### config.mk
export PLATFORM = sky130hd
export DESIGN_NAME = hb16_nmux_master
export DESIGN_NICKNAME = d
export VERILOG_FILES = /design/src/rtl/hb16_pkg.sv /design/src/rtl/hb16_cycle_fsm.sv /design/src/rtl/hb16_pin_map.sv /design/src/rtl/hb16_nmux_master.sv
export SDC_FILE = /design/constraint.sdc
export NUM_CORES = 1
export LEC_CHECK = 0
export BUFFER_PORTS_ARGS = -buffer_cell sky130_fd_sc_hd__buf_2
export CAP_MARGIN = 25
export CORE_MARGIN = 2
export CORE_UTILIZATION = 45
export DETAILED_ROUTE_END_ITERATION = 12
export GPL_TIMING_DRIVEN = 0
export HOLD_SLACK_MARGIN = 0.08
export PLACE_DENSITY = 0.77
export SLEW_MARGIN = 20
export SYNTH_ARGS = -nofsm -noshare
export SYNTH_HDL_FRONTEND = slang
export SYNTH_HIERARCHICAL = 1
export SYNTH_SLANG_ARGS = --single-unit
### constraint.sdc
create_clock -name clk_i -period 1.9 [get_ports clk_i]
set_input_delay 0.095 -clock clk_i [delete_from_list [all_inputs] [get_ports clk_i]]
set_output_delay 0.095 -clock clk_i [all_outputs]
set_load 0.1 [all_outputs]
### src/rtl/hb16_pkg.sv
package hb16_pkg;
  localparam int PIN_AW = 21;
  localparam int REQ_AW = PIN_AW + 2;
  localparam int DATA_W = 16;
  localparam int CS_N   = 4;

  typedef enum logic [1:0] {ST_IDLE, ST_ADDR, ST_STRB, ST_HOLD} hb_state_e;

  // unlisted codes fall back to latch-only
  function automatic logic [2:0] norm_code(logic [2:0] c);
    return (c == 3'd4 || c == 3'd6) ? 3'd0 : c;
  endfunction

  function automatic logic [4:0] reach(logic [2:0] c, logic bsel);
    logic [4:0] w;
    case (c)
      3'd2:    w = 5'd11;
      3'd3:    w = 5'd10;
      3'd7:    w = 5'd21;
      3'd5:    w = 5'd19;
      default: w = 5'd12;
    endcase
    return bsel ? w - 5'd2 : w;
  endfunction

  function automatic logic [2:0] cs_count(logic [2:0] c);
    case (c)
      3'd1:        return 3'd1;
      3'd2, 3'd3:  return 3'd2;
      3'd7:        return 3'd3;
      3'd5:        return 3'd4;
      default:     return 3'd0;
    endcase
  endfunction

  function automatic logic has_ale(logic [2:0] c);
    return c == 3'd0 || c == 3'd3;
  endfunction
endpackage

### src/rtl/hb16_cycle_fsm.sv
module hb16_cycle_fsm
  import hb16_pkg::*;
#(
  parameter int STRB_MIN = 2
) (
  input  logic      clk_i,
  input  logic      rst_ni,
  input  logic      start_i,
  input  logic      rdy_ok_i,
  output hb_state_e state_o,
  output logic      capture_o
);
  localparam int CNT_W = $clog2(STRB_MIN) + 1;
  localparam logic [CNT_W-1:0] CNT_LAST = CNT_W'(STRB_MIN - 1);

  hb_state_e        state_q;
  logic [CNT_W-1:0] cnt_q;
  logic             min_done;

  assign min_done  = cnt_q >= CNT_LAST;
  assign capture_o = (state_q == ST_STRB) && min_done && rdy_ok_i;
  assign state_o   = state_q;

  always_ff @(posedge clk_i or negedge rst_ni) begin
    if (!rst_ni) begin
      state_q <= ST_IDLE;
      cnt_q   <= '0;
    end else begin
      case (state_q)
        ST_IDLE: if (start_i) state_q <= ST_ADDR;
        ST_ADDR: begin
          state_q <= ST_STRB;
          cnt_q   <= '0;
        end
        ST_STRB: begin
          if (!min_done) cnt_q <= cnt_q + 1'b1;
          if (capture_o) state_q <= ST_HOLD;
        end
        default: state_q <= ST_IDLE;
      endcase
    end
  end
endmodule

### src/rtl/hb16_pin_map.sv
module hb16_pin_map
  import hb16_pkg::*;
(
  input  logic [2:0]        code_i,
  input  logic              bsel_i,
  input  logic [REQ_AW-1:0] addr_i,
  input  logic              active_i,
  output logic [PIN_AW-1:0] addr_o,
  output logic [CS_N-1:0]   cs_n_o,
  output logic              ale_en_o,
  output logic              rdy_en_o
);
  logic [4:0]      aw;
  logic [2:0]      ncs;
  logic [1:0]      idx;
  logic [CS_N-1:0] sel;

  assign aw       = reach(code_i, bsel_i);
  assign ncs      = cs_count(code_i);
  assign ale_en_o = has_ale(code_i);
  assign rdy_en_o = code_i != 3'd0;

  for (genvar g = 0; g < PIN_AW; g++) begin : g_addr
    assign addr_o[g] = active_i && (aw > 5'(g)) && addr_i[g];
  end

  always_comb begin
    idx = 2'b00;
    for (int i = 0; i <= PIN_AW; i++)
      if (aw == 5'(i)) idx = addr_i[i +: 2];
  end

  always_comb begin
    sel = '0;
    case (ncs)
      3'd1: sel = 4'b0001;
      3'd2: sel = idx[0] ? 4'b0010 : 4'b0001;
      3'd3: case (idx)
              2'd0:    sel = 4'b0001;
              2'd1:    sel = 4'b0100;
              2'd2:    sel = 4'b1000;
              default: sel = 4'b0000;
            endcase
      3'd4: sel = 4'b0001 << idx;
      default: sel = '0;
    endcase
  end

  assign cs_n_o = active_i ? ~sel : '1;
endmodule

### src/rtl/hb16_nmux_master.sv
module hb16_nmux_master
  import hb16_pkg::*;
#(
  parameter int STRB_MIN = 2
) (
  input  logic              clk_i,
  input  logic              rst_ni,
  input  logic [2:0]        cfg_cs_i,
  input  logic              cfg_bsel_i,
  input  logic              req_valid_i,
  output logic              req_ready_o,
  input  logic [REQ_AW-1:0] req_addr_i,
  input  logic              req_we_i,
  input  logic [1:0]        req_be_i,
  input  logic [DATA_W-1:0] req_wdata_i,
  output logic              rsp_valid_o,
  output logic [DATA_W-1:0] rsp_rdata_o,
  output logic [PIN_AW-1:0] addr_o,
  output logic [DATA_W-1:0] hd_o,
  output logic              hd_oe_o,
  input  logic [DATA_W-1:0] hd_i,
  output logic              rd_n_o,
  output logic              wr_n_o,
  output logic              ale_o,
  output logic [CS_N-1:0]   cs_n_o,
  output logic [1:0]        bsel_n_o,
  input  logic              rdy_i
);
  hb_state_e         state;
  logic              accept, capture, active, ale_en, rdy_en;
  logic [2:0]        code_q;
  logic              bsel_q, we_q;
  logic [1:0]        be_q;
  logic [REQ_AW-1:0] addr_q;
  logic [DATA_W-1:0] wdata_q, rdata_q;

  assign req_ready_o = state == ST_IDLE;
  assign accept      = req_valid_i && req_ready_o;
  assign active      = state != ST_IDLE;

  hb16_cycle_fsm #(.STRB_MIN(STRB_MIN)) i_fsm (
    .clk_i     (clk_i),
    .rst_ni    (rst_ni),
    .start_i   (accept),
    .rdy_ok_i  (rdy_i || !rdy_en),
    .state_o   (state),
    .capture_o (capture)
  );

  hb16_pin_map i_map (
    .code_i   (code_q),
    .bsel_i   (bsel_q),
    .addr_i   (addr_q),
    .active_i (active),
    .addr_o   (addr_o),
    .cs_n_o   (cs_n_o),
    .ale_en_o (ale_en),
    .rdy_en_o (rdy_en)
  );

  // arrangement and request are frozen at acceptance
  always_ff @(posedge clk_i or negedge rst_ni) begin
    if (!rst_ni) begin
      code_q  <= '0;
      bsel_q  <= 1'b0;
      we_q    <= 1'b0;
      be_q    <= '0;
      addr_q  <= '0;
      wdata_q <= '0;
    end else if (accept) begin
      code_q  <= norm_code(cfg_cs_i);
      bsel_q  <= cfg_bsel_i;
      we_q    <= req_we_i;
      be_q    <= req_be_i;
      addr_q  <= req_addr_i;
      wdata_q <= req_wdata_i;
    end
  end

  always_ff @(posedge clk_i or negedge rst_ni) begin
    if (!rst_ni)                rdata_q <= '0;
    else if (capture && !we_q)  rdata_q <= hd_i;
  end

  assign rd_n_o      = !(state == ST_STRB && !we_q);
  assign wr_n_o      = !(state == ST_STRB && we_q);
  assign ale_o       = state == ST_ADDR && ale_en;
  assign hd_oe_o     = active && we_q;
  assign hd_o        = hd_oe_o ? wdata_q : '0;
  assign bsel_n_o    = (active && bsel_q) ? ~be_q : 2'b11;
  assign rsp_valid_o = state == ST_HOLD;
  assign rsp_rdata_o = rdata_q;
endmodule

==> results of run 1 <==
-- logic make-up after synthesis --
| group | count (synthesis) | synth area share, % |
|---|---|---|
| simple gates | 92 | 15.7 |
| flops | 66 | 47.9 |
| mux | 64 | 21.4 |
| compound gates | 37 | 8.67 |
| buf+inv | 33 | 4.64 |
| fa+ha+maj | 4 | 1.45 |
| xor+xnor | 1 | 0.254 |
-- area by class of cell --
type | count | area (sq um)
Timing Repair Buffer | 229 | 2160
Multi-Input combinational cell | 199 | 1920
Sequential cell | 66 | 1660
Fill cell | 296 | 1020
Buffer | 17 | 168
Clock buffer | 12 | 165
Tap cell | 99 | 124
Clock inverter | 2 | 60.1
Inverter | 13 | 53.8
-- critical path, cell delays in order (launching register included) --
cell and delay (ns):
dfrtp_1 0.41, buf_6 0.15, buf_6 0.14, nand2_2 0.10, a21oi_1 0.23, a2bb2oi_2 0.22, o22ai_4 0.10, buf_4 0.17
nor3b_4 0.22, o21ai_4 0.09, buf_12 0.17
-- timing repair --
| item | CTS | global route |
|---|---|---|
| endpoints found under the setup margin | 63 | 53 |
| pin swaps | 13 | 13 |
| setup buffers | 24 | 8 |
| resized for setup | 96 | 151 |
| hold buffers | 63 | 0 |
| hold endpoints to repair | 128 | 0 |
| cloned | 3 | 1 |
-- routing by layer --
layer	vias up	routed length [um]	part of all wire [%]	track usage, %
li1	1530	-	-	-
met1	1837	5330	37	33.8
met2	214	7500	52	53.2
met3	66	962	6.6	7.47
met4	0	704	4.9	10.9
met5	-	0	0	0
-- cells in the final DEF (no fill, tap or decap), drive strengths merged, types with 2 or more instances in the layout --
cell,n
ha,4
mux2,61
nand3b,2
a2bb2oi,2
nor2b,3
o22ai,3
nand2b,9
and3,24
nand3,5
nor3,4
dlygate4sd3,63
or3b,3
dfrtp,66
and2,15
nor3b,2
a21oi,8
buf,175
o2bb2ai,2
nor2,7
nand2,15
clkbuf,19
o22a,2
mux2i,3
inv,13
o21ai,6
o211ai,2
bufinv,2
-- path summary, 6_finish.rpt --
check	end	depth (start not counted)	startpoint	slack (ns)
setup / recovery	cs_n_o[2]	10	code_q[2]	-0.55
hold / removal	wdata_q[6]	2	rst_ni	0.25
setup reg to reg	rsp_rdata_o[10]	11	code_q[2]	-0.37
hold reg to reg	addr_q[14]	1	addr_q[14]	0.51
max in group asynchronous	bsel_q	3	rst_ni	1.11
min in group clk_i	wdata_q[15]	3	req_valid_i	0.42
-- metrics by stage --
stage                     worst slack [ns]  TNS (ns)  instances  instance area (sq um)  util (%)
after floorplan                     -0.981     -1.94        297                   3530         -
after global placement              -0.870    -19.25        526                   4300      58.7
after detailed placement            -0.875    -19.00        527                   4330      59.0
after CTS                           -0.446     -3.23        628                   5700      77.8
after global routing                -0.572    -11.79        637                   6310      86.1
final                               -0.546    -10.20        637                   6310      86.1
-- flip-flops by register name (all words and copies together) (netlist names) --
name	flops
addr_q	23
rsp_rdata_o	16
wdata_q	16
code_q	3
be_q	2
i_fsm/cnt_q	2
i_fsm/state_o	2
bsel_q	1
we_q	1
-- Yosys cell counts, drive strengths merged (2+ instances only) --
cell / n
nor3b: 2
o22ai: 3
o22a: 2
and3: 23
nand2b: 9
mux2i: 3
a2bb2oi: 2
nand3: 5
dfrtp: 66
clkbuf: 8
nor3: 4
buf: 12
nor2: 7
o21ai: 6
a21oi: 8
mux2: 61
o2bb2ai: 2
nor2b: 3
and2: 15
inv: 13
nand2: 15
or3b: 3
ha: 4
o211ai: 2
nand3b: 2
==> results by group, run 1 <==
Outcome
  • Outcome: complete, but fails checks
  • Violated checks: negative setup slack

Critical path
  • Required @ worst endpoint: 1.80 ns
  • Crit. End Element: primary output
  • Crit Path Max Fanout: 6
  • Kind of critical path: flip-flop to primary output
  • Crit path DAT: 2.35 ns
  • Element type at the critical path start: flip-flop

STA
  • RSZ-0062 raised after global routing: yes
  • Fin. Hold Viols: 0
  • Max Freq: 409 MHz
  • Final worst path period share: 129%
  • Final worst slack: -0.546 ns
  • Max_slew headroom: 66.6%
  • Fin Hold WS: 0.251 ns
  • Clock Skew: 0.00586 ns
  • # setup viols final: 49
  • Worst Tran Pin Value: 0.504 ns
  • Max-slew violations: 0
  • Final worst path period need: 2.45 ns

Clocking
  • Buffer depth of the longest clock path: 2
  • Clock Sinks: 66
  • CTS buffer count: 9
  • Clock slew at reported path FFs: 0.07 ns
  • Root buffer cell: clkbuf_8
  • Clk_lat worst skew: 0.35 ns
  • H-tree depth: 3
  • CTS tree: done

Cells and area
  • Inserted Diodes: 0
  • Area delta synth->final: 83.0%
  • Layout cells sized above 1: 60.0%
  • Nets: 605

Floorplan
  • DIE WIDTH: 91.6 um
  • Die height: 91.6 um
  • Core Area: 0.00733 sq mm
  • Die ar.: 0.00838 sq mm
  • Num rows: 31
  • Initial core utilization: 47.1%
  • Io pins: 131

Logic synthesis
  • Post-synth EDFFs: 0
  • Syn nets: 367
  • Seq cells post-synth: 66
  • Mean post-synth cell area: 11.6 sq um
  • Post-synth top flop: dfrtp_1
  • Leading area contributor after synthesis: dfrtp_1
  • Main area contributors after synthesis: dfrtp_1 (48%), mux2_2 (18%), and3_1 (4.2%)
  • Synth Warn #: 6
  • Synth top area share: 47.9%
  • Post-Syn Instances: 297
  • Netlist Area Pre-Place: 0.00345 sq mm
  • Fraction of registers with async set/reset: 100%
  • Yosys cell types: 52
  • Register area share after synthesis: 47.9%

Routing
  • Post-DR wirelength/cell: 22.8 um
  • Drc violations: 0
  • Drt first-iter violations: 243
  • Pre-antenna DRT Iters: 4
  • Routed vias/inst: 5.73
  • Vias: 3,647
  • Detail Route Antenna Nets: 0
  • Drt total wl: 14,500 um

Global route
  • Largest net degree at the start of global routing: 41
  • Vias in the first global route: 3,732
  • GRT Util Overall: 29.6%
  • Grt ovf: 0
  • Global-route wire length before repair: 19,200 um
  • Initial antenna violation count: 0

Place
  • Final HPWL DP: 6570 um
  • # port buffers: 130
  • Routability cong.: 0.909

Hold path
  • HP Class: input port to async pin

Run
  • MaxCap Viol Count: 0
Power of run 1 is left out: the tool's default activity adds up to more than one toggle a clock period on the data nets, which glitch-free logic cannot reach.
==> run 2, diff against run 1 <==
--- a/config.mk
+++ b/config.mk
@@ -7,12 +7,15 @@
 export LEC_CHECK = 0
 export BUFFER_PORTS_ARGS = -buffer_cell sky130_fd_sc_hd__buf_2
 export CAP_MARGIN = 25
+export CELL_PAD_IN_SITES_DETAIL_PLACEMENT = 1
+export CELL_PAD_IN_SITES_GLOBAL_PLACEMENT = 1
 export CORE_MARGIN = 2
-export CORE_UTILIZATION = 45
+export CORE_UTILIZATION = 34
 export DETAILED_ROUTE_END_ITERATION = 12
 export GPL_TIMING_DRIVEN = 0
 export HOLD_SLACK_MARGIN = 0.08
 export PLACE_DENSITY = 0.77
+export SETUP_SLACK_MARGIN = 0.02
 export SLEW_MARGIN = 20
 export SYNTH_ARGS = -nofsm -noshare
 export SYNTH_HDL_FRONTEND = slang
==> run 2 against run 1 <==
  * Maximum frequency increased by 2.9%
  * Highest routed layer unchanged
  * Worst hold slack got worse by 0.17 ns
  * Largest cell class unchanged
  * The flow still finishes with violations (negative setup slack)
  * Setup slack improved by 0.068 ns
==> results by group, run 2 (synthesized netlist as in run 1, its figures left out) <==
Routing
  • Detail Route Antenna Nets: 0
  • Pre-antenna DRT Iters: 4
  • Post-DR wirelength/cell: 20.7 um
  • Routed vias/inst: 4.98
  • Drc violations: 0
  • Drt first-iter violations: 87
  • Drt total wl: 13,700 um
  • Vias: 3,282

STA
  • Worst Tran Pin Value: 0.500 ns
  • Max Freq: 420 MHz
  • # setup viols final: 39
  • Fin Hold WS: 0.0840 ns
  • Final worst path period share: 125%
  • RSZ-0062 raised after global routing: yes
  • Max_slew headroom: 66.7%
  • Final worst slack: -0.478 ns
  • Fin. Hold Viols: 0
  • Max-slew violations: 0
  • Total negative slack: -4.72 ns
  • Final worst path period need: 2.38 ns
  • Clock Skew: 0.0115 ns

Cells and area
  • Most frequent cells in the layout: buf_2 (85), dlygate4sd3_1 (63), dfrtp_1 (61), mux2_2 (55), buf_12 (26)
  • Layout Utilization: 63.0%
  • Most common cell after layout, fill and taps aside: buf_2
  • Area delta synth->final: 79.4%
  • # fillers: 1,052
  • Top reg by flops: addr_q
  • Largest register FFs: 23
  • Register Area: 0.00166 sq mm
  • Layout cells sized above 1: 59.0%
  • Nets: 590
  • Multi-input logic area: 0.00190 sq mm

Global route
  • Initial antenna violation count: 0
  • Vias in the first global route: 3,876
  • GRT Util Overall: 24.5%
  • Grt ovf: 0
  • Global-route wire length before repair: 21,000 um
  • Largest net degree at the start of global routing: 46

Critical path
  • Required @ worst endpoint: 1.80 ns
  • Element type at the critical path start: flip-flop
  • FF-to-FF setup slack: -0.15 ns
  • Worst path bufs/invs: 2
  • Slowest-stage cell, CP: dfrtp_2
  • Critical path's top delay family: compound AO/OA/AOI/OAI gates
  • Crit path DAT: 2.28 ns
  • Crit Path Max Fanout: 6
  • CP max stage delay: 0.45 ns
  • Cell Chain, Critical Path: buf_6, o31a_1, o32a_1, o221ai_4, nor3b_4, o21ai_4, buf_12
  • Crit. End Element: primary output
  • Kind of critical path: flip-flop to primary output

Clocking
  • Clock slew at reported path FFs: 0.09 ns
  • Buffer depth of the longest clock path: 2
  • Clk_lat worst skew: 0.35 ns
  • Root buffer cell: clkbuf_8
  • CTS tree: done
  • CTS buffer count: 9
  • H-tree depth: 3
  • Clock Sinks: 66

Outcome
  • Outcome: complete, but fails checks
  • Violated checks: negative setup slack

Floorplan
  • Num rows: 36
  • Core Area: 0.00982 sq mm
  • Initial core utilization: 35.1%
  • DIE WIDTH: 105 um
  • Die height: 105 um
  • Die ar.: 0.0110 sq mm
  • Io pins: 131

Place
  • Final HPWL DP: 7560 um
  • Pre-CTS setup slack: -0.553 ns
  • Routability cong.: 0.851
  • # port buffers: 130

Run
  • MaxCap Viol Count: 0

Hold path
  • HP Class: input port to flip-flop
==> run 2: path summary, 6_finish.rpt <==
check | cells past startpoint | to | start
worst max-delay path | 7 | cs_n_o[2] | bsel_q
worst min-delay path | 4 | code_q[1] | cfg_cs_i[2]
worst max register to register | 10 | rsp_rdata_o[6] | code_q[1]
worst min register to register | 1 | rsp_rdata_o[9] | rsp_rdata_o[9]
max in group asynchronous | 3 | bsel_q | rst_ni
min in group asynchronous | 2 | code_q[2] | rst_ni
==> run 2: final cells by class <==
class                      instances  area share, %
buffer                            18           3.42
sequential                        66           26.8
multi-input combinational        198           30.7
tap                              133           2.69
clock inverter                     6          0.667
inverter                          13          0.869
antenna                            1         0.0404
clock buffer                      10           2.22
timing repair buffer             214           32.6
==> run 2: stage by stage <==
stage,area [sq um],std cells
2_1_floorplan,3530,297
3_3_place_gp,4350,560
3_5_place_dp,4380,561
4_1_cts,5870,655
5_1_grt,6190,658
6_report,6190,659
==> run 2: per-layer routing <==
| layer | GRT usage (%) | up-vias | routed length (um) | part of all wire [%] |
|---|---|---|---|---|
| li1 | - | 1498 | - | - |
| met5 | 0 | - | 0 | 0 |
| met1 | 27.4 | 1650 | 5040 | 37 |
| met4 | 6.95 | 0 | 259 | 1.9 |
| met2 | 46.0 | 109 | 7580 | 55 |
| met3 | 5.80 | 25 | 786 | 5.8 |
==> run 2: worst reg2reg max path: stages (launching register included) <==
cell      delay (ns)
dfrtp_2         0.47
buf_6           0.18
nor2_2          0.13
nand2_1         0.07
nand2b_1        0.09
inv_1           0.05
nor2_1          0.11
nor2b_2         0.17
clkbuf_8        0.17
buf_8           0.15
mux2_2          0.35
==> run 2: timing repair <==
action,in CTS,in global routing
gates cloned,2,1
pin swaps,11,10
setup buffers,15,2
hold buffers,63,0
resized for setup,158,84
endpoints found under the hold margin,128,0
endpoints found under the setup margin,63,61
Power of run 2 is left out for the same reason.
